--- src/rtl/adc_seq_pkg.sv ---
package adc_seq_pkg;
    localparam int REG_W = 8;
    localparam int NCH   = 2;

    typedef enum logic [2:0] {
        MD_PDOWN  = 3'b000,
        MD_IDLE   = 3'b001,
        MD_SINGLE = 3'b010,
        MD_CONT   = 3'b011,
        MD_ZS_INT = 3'b100,
        MD_FS_INT = 3'b101,
        MD_ZS_SYS = 3'b110,
        MD_FS_SYS = 3'b111
    } md_e;

    typedef struct packed {
        logic [REG_W-1:0] mreg;
        logic             cal_fs;
        logic [NCH-1:0]   rst;
    } top_st_t;

    typedef struct packed {
        logic pend;
        logic rdy;
        logic err;
        logic wait_sync;
        logic res_ld;
        logic cal_ld;
    } ch_st_t;
endpackage

--- src/rtl/adc_chan_ctl.sv ---
module adc_chan_ctl
    import adc_seq_pkg::*;
#(
    parameter bit IS_AUX = 1'b0
) (
    input  logic clk,
    input  logic rst_n,
    input  logic en,
    input  md_e  md,
    input  logic chan_rst,
    input  logic pend_ld,
    input  logic pend_val,
    input  logic sync_req,
    input  logic pri_run,
    input  logic pri_done,
    input  logic done,
    input  logic temp_sel,
    input  logic rdy_clr,
    output logic res_ld,
    output logic cal_ld,
    output logic rdy,
    output logic err,
    output logic pend,
    output logic pend_nxt
);
    ch_st_t q, d;
    logic   is_cal, one_shot, accept;

    always_comb begin
        d        = q;
        d.res_ld = 1'b0;
        d.cal_ld = 1'b0;
        is_cal   = md[2];
        one_shot = (md == MD_SINGLE) || is_cal;
        accept   = done && en && !chan_rst && !q.wait_sync &&
                   ((md == MD_CONT) || (one_shot && q.pend));

        // release the phase hold on the first primary output
        if (q.wait_sync && (pri_done || !pri_run))
            d.wait_sync = 1'b0;

        if (rdy_clr)
            d.rdy = 1'b0;

        if (accept) begin
            d.rdy = 1'b1;
            if (is_cal) begin
                if (IS_AUX && temp_sel)
                    d.err = 1'b1;
                else
                    d.cal_ld = 1'b1;
            end else begin
                d.res_ld = 1'b1;
            end
            if (one_shot)
                d.pend = 1'b0;
        end

        if (chan_rst) begin
            d.rdy       = 1'b0;
            d.err       = 1'b0;
            d.wait_sync = IS_AUX ? sync_req : 1'b0;
            if (pend_ld)
                d.pend = pend_val;
        end
    end

    always_ff @(posedge clk or negedge rst_n) begin
        if (!rst_n) q <= '0;
        else        q <= d;
    end

    assign res_ld   = q.res_ld;
    assign cal_ld   = q.cal_ld;
    assign rdy      = q.rdy;
    assign err      = q.err;
    assign pend     = q.pend;
    assign pend_nxt = d.pend;
endmodule

--- src/rtl/adc_mode_seq.sv ---
module adc_mode_seq
    import adc_seq_pkg::*;
#(
    parameter int PRI_EN_BIT = 5,
    parameter int AUX_EN_BIT = 4
) (
    input  logic             clk,
    input  logic             rst_n,
    input  logic             mode_wr,
    input  logic [REG_W-1:0] mode_wdata,
    output logic [REG_W-1:0] mode_rdata,
    input  logic [NCH-1:0]   cfg_wr,
    input  logic             temp_sel,
    input  logic [NCH-1:0]   cvt_done,
    input  logic [NCH-1:0]   rdy_clr,
    output logic [NCH-1:0]   cvt_rst,
    output logic [NCH-1:0]   cvt_pd,
    output logic [NCH-1:0]   cvt_idle,
    output logic [NCH-1:0]   res_ld,
    output logic [NCH-1:0]   cal_ld,
    output logic             cal_fs,
    output logic             rate_max,
    output logic [NCH-1:0]   rdy,
    output logic [NCH-1:0]   err
);
    localparam logic [REG_W-1:0] WR_MASK =
        REG_W'((1 << PRI_EN_BIT) | (1 << AUX_EN_BIT) | 7);

    top_st_t          q, d;
    logic [REG_W-1:0] wd;
    md_e              md_q, md_w;
    logic [NCH-1:0]   en_q, en_w, chan_rst, pend_val, sync_req, pend_q, pend_nxt;
    logic             rst_both, rst_aux, pri_run;

    always_comb begin
        wd       = mode_wdata & WR_MASK;
        md_q     = md_e'(q.mreg[2:0]);
        md_w     = md_e'(wd[2:0]);
        en_q     = {q.mreg[AUX_EN_BIT], q.mreg[PRI_EN_BIT]};
        en_w     = {wd[AUX_EN_BIT], wd[PRI_EN_BIT]};
        rst_both = mode_wr || (cfg_wr[0] && en_q[0]);
        rst_aux  = !rst_both && cfg_wr[1];
        chan_rst = {rst_both || rst_aux, rst_both};
        pri_run  = en_q[0] &&
                   ((md_q == MD_CONT) || ((md_q == MD_SINGLE) && pend_q[0]));
        sync_req = {rst_aux && pri_run, 1'b0};
        for (int i = 0; i < NCH; i++)
            pend_val[i] = en_w[i] && ((md_w == MD_SINGLE) || md_w[2]);

        d     = q;
        d.rst = chan_rst;
        if (mode_wr) begin
            d.mreg   = wd;
            d.cal_fs = wd[0];
        end else if (((md_q == MD_SINGLE) || md_q[2]) && (pend_nxt == '0)) begin
            d.mreg[2:0] = MD_PDOWN;
        end
    end

    always_ff @(posedge clk or negedge rst_n) begin
        if (!rst_n) q <= '0;
        else        q <= d;
    end

    for (genvar gi = 0; gi < NCH; gi++) begin : g_ch
        adc_chan_ctl #(.IS_AUX(gi == 1)) u_ch (
            .clk      (clk),
            .rst_n    (rst_n),
            .en       (en_q[gi]),
            .md       (md_q),
            .chan_rst (chan_rst[gi]),
            .pend_ld  (mode_wr),
            .pend_val (pend_val[gi]),
            .sync_req (sync_req[gi]),
            .pri_run  (pri_run),
            .pri_done (cvt_done[0]),
            .done     (cvt_done[gi]),
            .temp_sel (temp_sel),
            .rdy_clr  (rdy_clr[gi]),
            .res_ld   (res_ld[gi]),
            .cal_ld   (cal_ld[gi]),
            .rdy      (rdy[gi]),
            .err      (err[gi]),
            .pend     (pend_q[gi]),
            .pend_nxt (pend_nxt[gi])
        );
        assign cvt_pd[gi]   = !en_q[gi] || (md_q == MD_PDOWN);
        assign cvt_idle[gi] = en_q[gi] && (md_q == MD_IDLE);
    end

    assign mode_rdata = q.mreg;
    assign cvt_rst    = q.rst;
    assign cal_fs     = q.cal_fs;
    assign rate_max   = md_q[2];
endmodule

--- config.mk ---
export PLATFORM = sky130hd
export DESIGN_NAME = adc_mode_seq
export DESIGN_NICKNAME = d
export VERILOG_FILES = /design/src/rtl/adc_seq_pkg.sv /design/src/rtl/adc_chan_ctl.sv /design/src/rtl/adc_mode_seq.sv
export SDC_FILE = /design/constraint.sdc
export NUM_CORES = 1
export LEC_CHECK = 0
export BUFFER_PORTS_ARGS = -buffer_cell sky130_fd_sc_hd__buf_2
export CORE_MARGIN = 8
export CORE_UTILIZATION = 47
export CTS_BUF_LIST = sky130_fd_sc_hd__clkbuf_8
export DETAILED_ROUTE_END_ITERATION = 6
export PLACE_DENSITY_LB_ADDON = 0.2
export RECOVER_POWER = 50
export SETUP_SLACK_MARGIN = 0.4
export SLEW_MARGIN = 20
export SYNTH_ARGS = -nofsm -noshare
export SYNTH_HDL_FRONTEND = slang
export SYNTH_HIERARCHICAL = 1
export SYNTH_SLANG_ARGS = --single-unit
--- constraint.sdc ---
create_clock -name clk -period 2.15 [get_ports clk]
set_input_delay 0.5375 -clock clk [delete_from_list [all_inputs] [get_ports clk]]
set_output_delay 0.5375 -clock clk [all_outputs]
set_load 0.01 [all_outputs]
After elaboration in Yosys (flattened, before gate mapping):

Index checks and enable logic that the tools add are counted.

* equal/unequal tests: 4
* muxes and demuxes: 22
* reduce and logical (&&, ||, !) cells: 50

Operators with widths (number)
* 1-bit logical AND: 22
* 1-bit 2-to-1 mux: 14
* 2-bit nonzero test: 6
* 1-bit logical OR: 10
* 3-bit by 2-bit equality test with 1-bit output (second input constant): 3
* 3-bit 2-to-1 mux: 3
* 4-bit 2-to-1 mux: 2
* 1-bit logical NOT: 7
* 2-bit 2-to-1 mux: 3
* 3-bit nonzero test: 2
* 3-bit by 1-bit equality test with 1-bit output (second input constant): 1
* 3-bit logical NOT: 1
* 3-bit AND reduction: 1
* 2-bit logical NOT: 1

* register bits after elaboration: 19
* bits of input ports: 18
* output and inout port bits: 24
* word-level logic and storage cells: 91

Depth between registers and ports, before layout:

Gate-level depths: netlist of the first run.

* word-level depth: 16
* mapped depth: 8
* mapped depth without buffers: 7

Cells and area by module:

The synthesis of the first run kept the hierarchy.

Modules (own cells, without submodules)
* adc_mode_seq: seq. area each 200.2 µm², times used 1, cells an instance 46, area an instance 421.7 µm²
* adc_chan_ctl (g_ch[1].u_ch): seq. area each 150.1 µm², times used 1, cells an instance 24, area an instance 274.0 µm²
* adc_chan_ctl (g_ch[0].u_ch): seq. area each 100.1 µm², times used 1, cells an instance 20, area an instance 209.0 µm²

Least setup slack after synthesis of the first run:

No wires, ideal clock.

* path type: input to register
* start point: in mode_wr
* end point: reg q, in the netlist mode_rdata[1]
* setup time: 0.124 ns
* setup slack: 0.046 ns
* arrival time: 1.981 ns
* required time: 2.026 ns
* buffers on the path: 1
* stages: 8
* cells stage by stage: buf_2 > a21oi_1 > nand2b_1 > and4bb_2 > o21ai_0 > a32o_1 > o31ai_1 > o21ai_1

* word-level cells in the longest chain between the ends: 14
* elaborated cells between the ends (all ways): 21
* those cells by class: 7 x mux; 14 x reduce/logical

Ends and longest elaborated chain
* start: declaration: line adc_mode_seq.sv:9 `input logic mode_wr,`
* 1-bit logical OR (*): line adc_mode_seq.sv:41 `rst_both = mode_wr || (cfg_wr[0] && en_q[0]);`
* 1-bit logical NOT: line adc_mode_seq.sv:42 `rst_aux = !rst_both && cfg_wr[1];`
* 1-bit logical AND: line adc_mode_seq.sv:42
* 1-bit logical OR (*): line adc_mode_seq.sv:43 `chan_rst = {rst_both || rst_aux, rst_both};`
* net chan_rst[1]: line adc_mode_seq.sv:32 `logic [NCH-1:0] en_q, en_w, chan_rst, pend_val, sync_req, pend_q, pend_nxt;`
* 1-bit logical NOT: line adc_chan_ctl.sv:35 `accept = done && en && !chan_rst && !q.wait_sync &&`
* 1-bit logical AND (3 in a row): line adc_chan_ctl.sv:35
* 3-bit 2-to-1 mux: line adc_chan_ctl.sv:45 `if (accept) begin`
* 1-bit 2-to-1 mux: line adc_chan_ctl.sv:63 `if (pend_ld)`
* 4-bit 2-to-1 mux (*): line adc_chan_ctl.sv:59 `if (chan_rst) begin`
* net pend_nxt[1]: line adc_mode_seq.sv:32
* 2-bit logical NOT (*): line adc_mode_seq.sv:55 `end else if (((md_q == MD_SINGLE) || md_q[2]) && (pend_nxt == '0)) begin`
* 1-bit logical AND (*): line adc_mode_seq.sv:55
* 2-bit nonzero test (no source line) (*)
* end signal: assignment: line adc_mode_seq.sv:61 `if (!rst_n) q <= '0;`
* end signal: assignment: line adc_mode_seq.sv:62 `else q <= d;`
* end: declaration: line adc_mode_seq.sv:29 `top_st_t q, d;`

Mark *: on every way through the listed nets, which the timed path passes. The rest lies on a longest branch. The select of a mux whose other input is x is not followed.
A chain may end at the register's enable or synchronous reset.

Worst setup path after layout of the first run:

* start point: in cfg_wr[0]
* end point: reg q, in the netlist mode_rdata[1]

* elaborated cells between the ends (all ways): 21
* those cells by class: 6 x mux; 15 x reduce/logical

RTL lines
* start: declaration: line adc_mode_seq.sv:12 `input logic [NCH-1:0] cfg_wr,`
* 1-bit logical AND (*): line adc_mode_seq.sv:41
* 1-bit logical OR (*): line adc_mode_seq.sv:41
* net chan_rst[0]: line adc_mode_seq.sv:32
* 1-bit logical NOT: line adc_chan_ctl.sv:35
* 1-bit logical AND (3 in a row): line adc_chan_ctl.sv:35
* 2-bit 2-to-1 mux: line adc_chan_ctl.sv:45
* 1-bit 2-to-1 mux: line adc_chan_ctl.sv:63
* 4-bit 2-to-1 mux (*): line adc_chan_ctl.sv:59
* net pend_nxt[0]: line adc_mode_seq.sv:32
* 2-bit logical NOT (*): line adc_mode_seq.sv:55
* 1-bit logical AND (*): line adc_mode_seq.sv:55
* 2-bit nonzero test (no source line) (*)

Marks and branches as above.

==> run summary, run 1 <==
Rel. slew slack = 37.1%
Worst-margin pin slew = 0.944 ns
Fin cells = 159
Synth top area cells = dfrtp_1, nand2_1, buf_4
Cell with the most instances after synthesis = dfrtp_1
Fillers = 190
Post-Route Setup TNS = 0 ns
Final Hold Vio Count = 0
Worst R2R Start = mode_rdata[5]
Adder-cell share of the synthesized area = 0%
DIE WIDTH = 59.9 µm
Worst slack, placed = 0.114 ns
Num rows = 16
Largest net degree at the start of global routing = 19
Remaining global-route overflow = 0
Simple logic cell fraction of the synthesized area = 26.6%
Worst VDD drop = 0.379 mV
Routed wire length per instance = 14.7 µm
CTS tree = done
Synth top area share = 49.8%
Multiplexer share of the synthesized area = 2.49%
FF-to-FF setup slack = 0.27 ns
Clock Sinks = 18
Compound-gate portion of the synthesized area = 14.0%
XOR/XNOR Fraction of Synth Area = 0%
Total Power = 0.832 mW
Minimum clock period after layout = 1.89 ns
Final slew viol count = 0
Final Cycle Share = 87.7%
CP Cell Sequence = buf_2, a21oi_1, inv_2, nand3b_4, o21bai_1, a32o_1, o31ai_2, o21ai_1
Post-Route WL = 2340 µm
Worst-path maximum fanout = 5
Clock latency on the worst-skew pair = 0.25 ns
Core area = 1880 µm²
CP Launch Type = input port
Post-synthesis async set-or-reset flop share = 100%
Diode count = 0
Share of cells above drive strength 1 = 43.2%
CP Data Arrival Time = 2.03 ns
First-pass GRT wire length = 3930 µm
Pleak = 0.616 nW
Initial DRT Pass Iterations = 4
Kind of end point of the critical path = flip-flop
Area of the mapped netlist = 905 µm²
RSZ-0062 raised after global routing = yes
Layout Skew = 0.00620 ns
Synth cell count leaders = dfrtp_1, nand2_1, nor2_1, o21ai_0
Crit path kind = in2reg
DPL Wire Length = 1650 µm
Status = finished clean
PortBufs = 34
Starting Density = 48.1%
Global Route Usage Sum = 14.6%
Post-synth top flop = dfrtp_1
Via count = 803
RR Endpoint = mode_rdata[1]
# DRC = 0
Number of global-route vias before repair = 829
CP max-delay cell = a21oi_1
DIE HEIGHT = 59.9 µm
H-tree depth = 1
Area leader, netlist = dfrtp_1
Root Driver = clkbuf_8
Unique masters post-synth = 32
Reg2Reg Depth = 7
# nets final = 151
Largest family of logic cells by synthesized area = simple AND/OR/NAND/NOR gates
Clock Path Buffers = 2
Max Cap Viol = 0
Syn-to-layout area delta = 34.2%
Crit-path max cell delay = 0.34 ns
Setup-violating endpoint count in the final report = 0
Die footprint = 3580 µm²
Dpl cells = 152
DR vias/cell = 5.05
Initial antenna violation count = 0
Ports = 42
TritonCTS buffer count = 3
Clock Pin Slew Worst Setup and Hold Paths = 0.07 ns
Avg Cell Area, Syn = 10.1 µm²
Max frequency = 530 MHz
Post-route ant nets = 0
P per Cell Area = 686 nW/µm²
Post-synth EDFFs = 0
Register area share after synthesis = 49.8%
Cell count after synthesis = 90
Routability cong. = 0.772
Worst hold path type = in2async
Register bit total from synthesis = 18
Initial DRC count = 27
Req. time, crit path = 2.29 ns
Worst setup margin = 0.264 ns
Synth Warn # = 6
[worst max-delay path by stage]
stage	start	end	slack [ns]	cells after the start
after detailed placement	cfg_wr[0]	mode_rdata[1]	0.11	8
after CTS	mode_rdata[1]	cvt_idle[0]	0.39	4
after global placement	cfg_wr[0]	mode_rdata[1]	0.14	8
final	cfg_wr[0]	mode_rdata[1]	0.26	8
after floorplan	mode_wr	mode_rdata[1]	0.24	8
after global routing	mode_rdata[5]	mode_rdata[1]	0.17	7
[worst max-delay path: cells and delay by family]
kind,cells,cell delay (ns)
buffers and inverters,2,0.21
and+or+nand+nor,1,0.19
AOI/OAI and AO/OA,5,1.09
[final cells by class]
type	count	area [µm²]	share of cell area, %
Clock buffer	4	55.1	4.54
Timing Repair Buffer	42	226	18.7
Tap cell	27	33.8	2.78
Multi-Input combinational cell	64	433	35.7
Inverter	4	15.0	1.24
Sequential cell	18	450	37.1
[registers in the layout (all words and copies together), names as in the netlist]
name and flops:
cal_fs 1, g_ch.u_ch/cal_ld 2, g_ch.u_ch/err 1, g_ch.u_ch/rdy 2, g_ch.u_ch/q 1, mode_rdata 5
g_ch.u_ch/res_ld 2, g_ch.u_ch/pend 2, cvt_rst 2
[routing by layer]
layer | GRT usage (%) | up-vias | share of wire, %
met3 | 4.73 | 2 | 6.2
met2 | 24.3 | 24 | 51
met1 | 16.6 | 393 | 42
li1 | - | 384 | -
met4 | 6.46 | 0 | 0.47
met5 | 0 | - | 0
[cells by family after synthesis]
kind of cell,count (synthesis)
simple gates,39
compound gates,19
flops,18
buf+inv,10
mux,2
other cells,2
[what timing repair did]
item                                   in CTS  in global routing
setup endpoints to repair                   4                  6
gates resized for setup                     5                  2
hold buffers                                0                  0
gates cloned                                0                  0
endpoints found under the hold margin       0                  0
setup buffers                               3                  0
pin swaps                                   6                  1
[layout by cell type (no fill, tap or decap), types with 2 or more instances in the layout]
cell type   n
a21boi_0    2
a21oi_1     2
and3_2      2
buf_2      28
buf_4       7
clkbuf_1    6
clkbuf_8    4
conb_1      4
dfrtp_1    18
inv_1       3
mux2_2      2
nand2_1    10
nor2_1      6
nor2b_1     5
o21ai_0     5
o21ai_1     4
[power by group]
part           switching (mW)  internal, mW  total [mW]
registers              0.0156         0.358       0.374
logic                   0.102        0.0833       0.185
clock network           0.111         0.163       0.273
[metrics by stage]
stage / instance area (µm²) / utilization, % / hold WS, ns
global route: 1210 / 64.5 / 0.472
CTS: 1220 / 65.1 / 0.217
global placement: 1130 / 60.1 / 0.456
finish: 1210 / 64.5 / 0.403
floorplan: 942 / - / 0.242
detailed placement: 1130 / 60.1 / 0.472
No activity file was read; power rests on OpenSTA's default activity.
==> run 2: changes to the inputs <==
PLACE_DENSITY = 0.83   (was not set)
PLACE_DENSITY_LB_ADDON = not set   (was 0.2)
SKIP_CTS_REPAIR_TIMING = 1   (was not set)
==> run summary, run 2 (same netlist as run 1, synthesis figures left out) <==
DIE HEIGHT = 59.9 µm
Placed Area = 1120 µm²
Fillers = 170
Crit path to = mode_rdata[1]
P per Cell Area = 671 nW/µm²
Status = finished clean
Kind of end point of the critical path = flip-flop
# DRC = 0
CP Cell Sequence = a21oi_1, inv_2, nand3b_4, o21bai_1, a32o_2, o31ai_2, o21ai_1
Worst-path maximum fanout = 5
H-tree depth = 1
CTS tree = done
Crit-path max cell delay = 0.38 ns
Most common cell after layout, fill and taps aside = buf_2
Crit path kind = reg2reg
Fin cells = 167
Max FFs per register = 5
Clock Pin Slew Worst Setup and Hold Paths = 0.07 ns
Initial DRT Pass Iterations = 4
Via count = 820
Largest net degree at the start of global routing = 19
First-pass GRT wire length = 3530 µm
Clock Sinks = 18
PortBufs = 34
Routability cong. = 0.772
Storage cell area = 454 µm²
Worst hold path type = in2async
Reg2Reg Depth = 7
Routed wire length per instance = 16.2 µm
Initial antenna violation count = 0
Share of cells above drive strength 1 = 52.9%
Max Cap Viol = 0
CP Data Arrival Time = 2.01 ns
Dpl cells = 151
FF-to-FF setup slack = 0.28 ns
DIE WIDTH = 59.9 µm
RR Endpoint = mode_rdata[1]
Remaining global-route overflow = 0
Clock latency on the worst-skew pair = 0.26 ns
Cell area after layout = 1310 µm²
Post-route ant nets = 0
# nets final = 159
Root Driver = clkbuf_8
Number of global-route vias before repair = 772
Worst VDD drop = 0.451 mV
Multi-input gate area = 439 µm²
Layout Skew = 0.00683 ns
Max frequency = 535 MHz
Ports = 42
Final Hold Vio Count = 0
Final Core Density = 69.5%
Global Route Usage Sum = 12.9%
CP max-delay cell = dfrtp_1
RSZ-0062 raised after global routing = yes
Final slew viol count = 0
Commonest non-fill, non-tap cells in the layout = buf_2, dfrtp_1, buf_4
Pleak = 0.678 nW
Worst-margin pin slew = 0.969 ns
Starting Density = 48.1%
Setup-violating endpoint count in the final report = 0
Diode count = 0
DR vias/cell = 4.91
Critical Path Source = mode_rdata[5]
Core area = 1880 µm²
Post-Route WL = 2700 µm
Syn-to-layout area delta = 44.7%
Worst hold margin = 0.406 ns
Initial DRC count = 16
Num rows = 16
DPL Wire Length = 1650 µm
TritonCTS buffer count = 3
Minimum clock period after layout = 1.87 ns
Clock Path Buffers = 2
Rel. slew slack = 35.4%
Req. time, crit path = 2.29 ns
Worst R2R Start = mode_rdata[5]
Die footprint = 3580 µm²
Final Cycle Share = 86.9%
CP Launch Type = flip-flop
Post-Route Setup TNS = 0 ns
## run 2: per-layer routing
layer / track usage [%] / part of all wire, %
met5: 0 / 0
met4: 6.80 / 2.3
met3: 4.95 / 7.3
met2: 20.0 / 50
met1: 14.9 / 40
## run 2: report_power, final
group,internal [mW],switching (mW)
combinational,0.107,0.108
clock,0.163,0.121
sequential,0.359,0.0210
## run 2: cell type report
| type | count | area share, % |
|---|---|---|
| Multi-Input combinational cell | 64 | 33.6 |
| Timing Repair Buffer | 50 | 23.8 |
| Inverter | 4 | 1.15 |
| Sequential cell | 18 | 34.7 |
| Tap cell | 27 | 2.58 |
| Clock buffer | 4 | 4.21 |
## run 2: worst max-delay path: cells and delay by family, from the launching register on
| kind | cells | cell delay [ns] |
|---|---|---|
| flip-flops | 1 | 0.38 |
| buffers and inverters | 1 | 0.11 |
| AND/OR/NAND/NOR | 1 | 0.19 |
| AO/OA/AOI/OAI | 5 | 1.06 |
## run 2: through the flow
stage	power [mW]	setup slack, ns
final	0.879	0.282
after global routing	0.913	0.132
after CTS	0.820	0.220
after detailed placement	0.544	0.154
after global placement	0.539	0.173
after floorplan	0.481	0.243
## run 2: worst min path at each step
stage | from | end | slack, ns | cells after the start
2_1_floorplan | rst_n | cal_fs | 0.24 | 0
3_3_place_gp | g_ch[1].u_ch/rdy | g_ch[1].u_ch/rdy | 0.46 | 2
3_5_place_dp | g_ch[0].u_ch/rdy | g_ch[0].u_ch/rdy | 0.47 | 2
4_1_cts | rst_n | g_ch[1].u_ch/q[2] | 0.21 | 1
5_1_grt | temp_sel | g_ch[1].u_ch/cal_ld | 0.45 | 2
6_report | rst_n | g_ch[1].u_ch/pend | 0.41 | 1
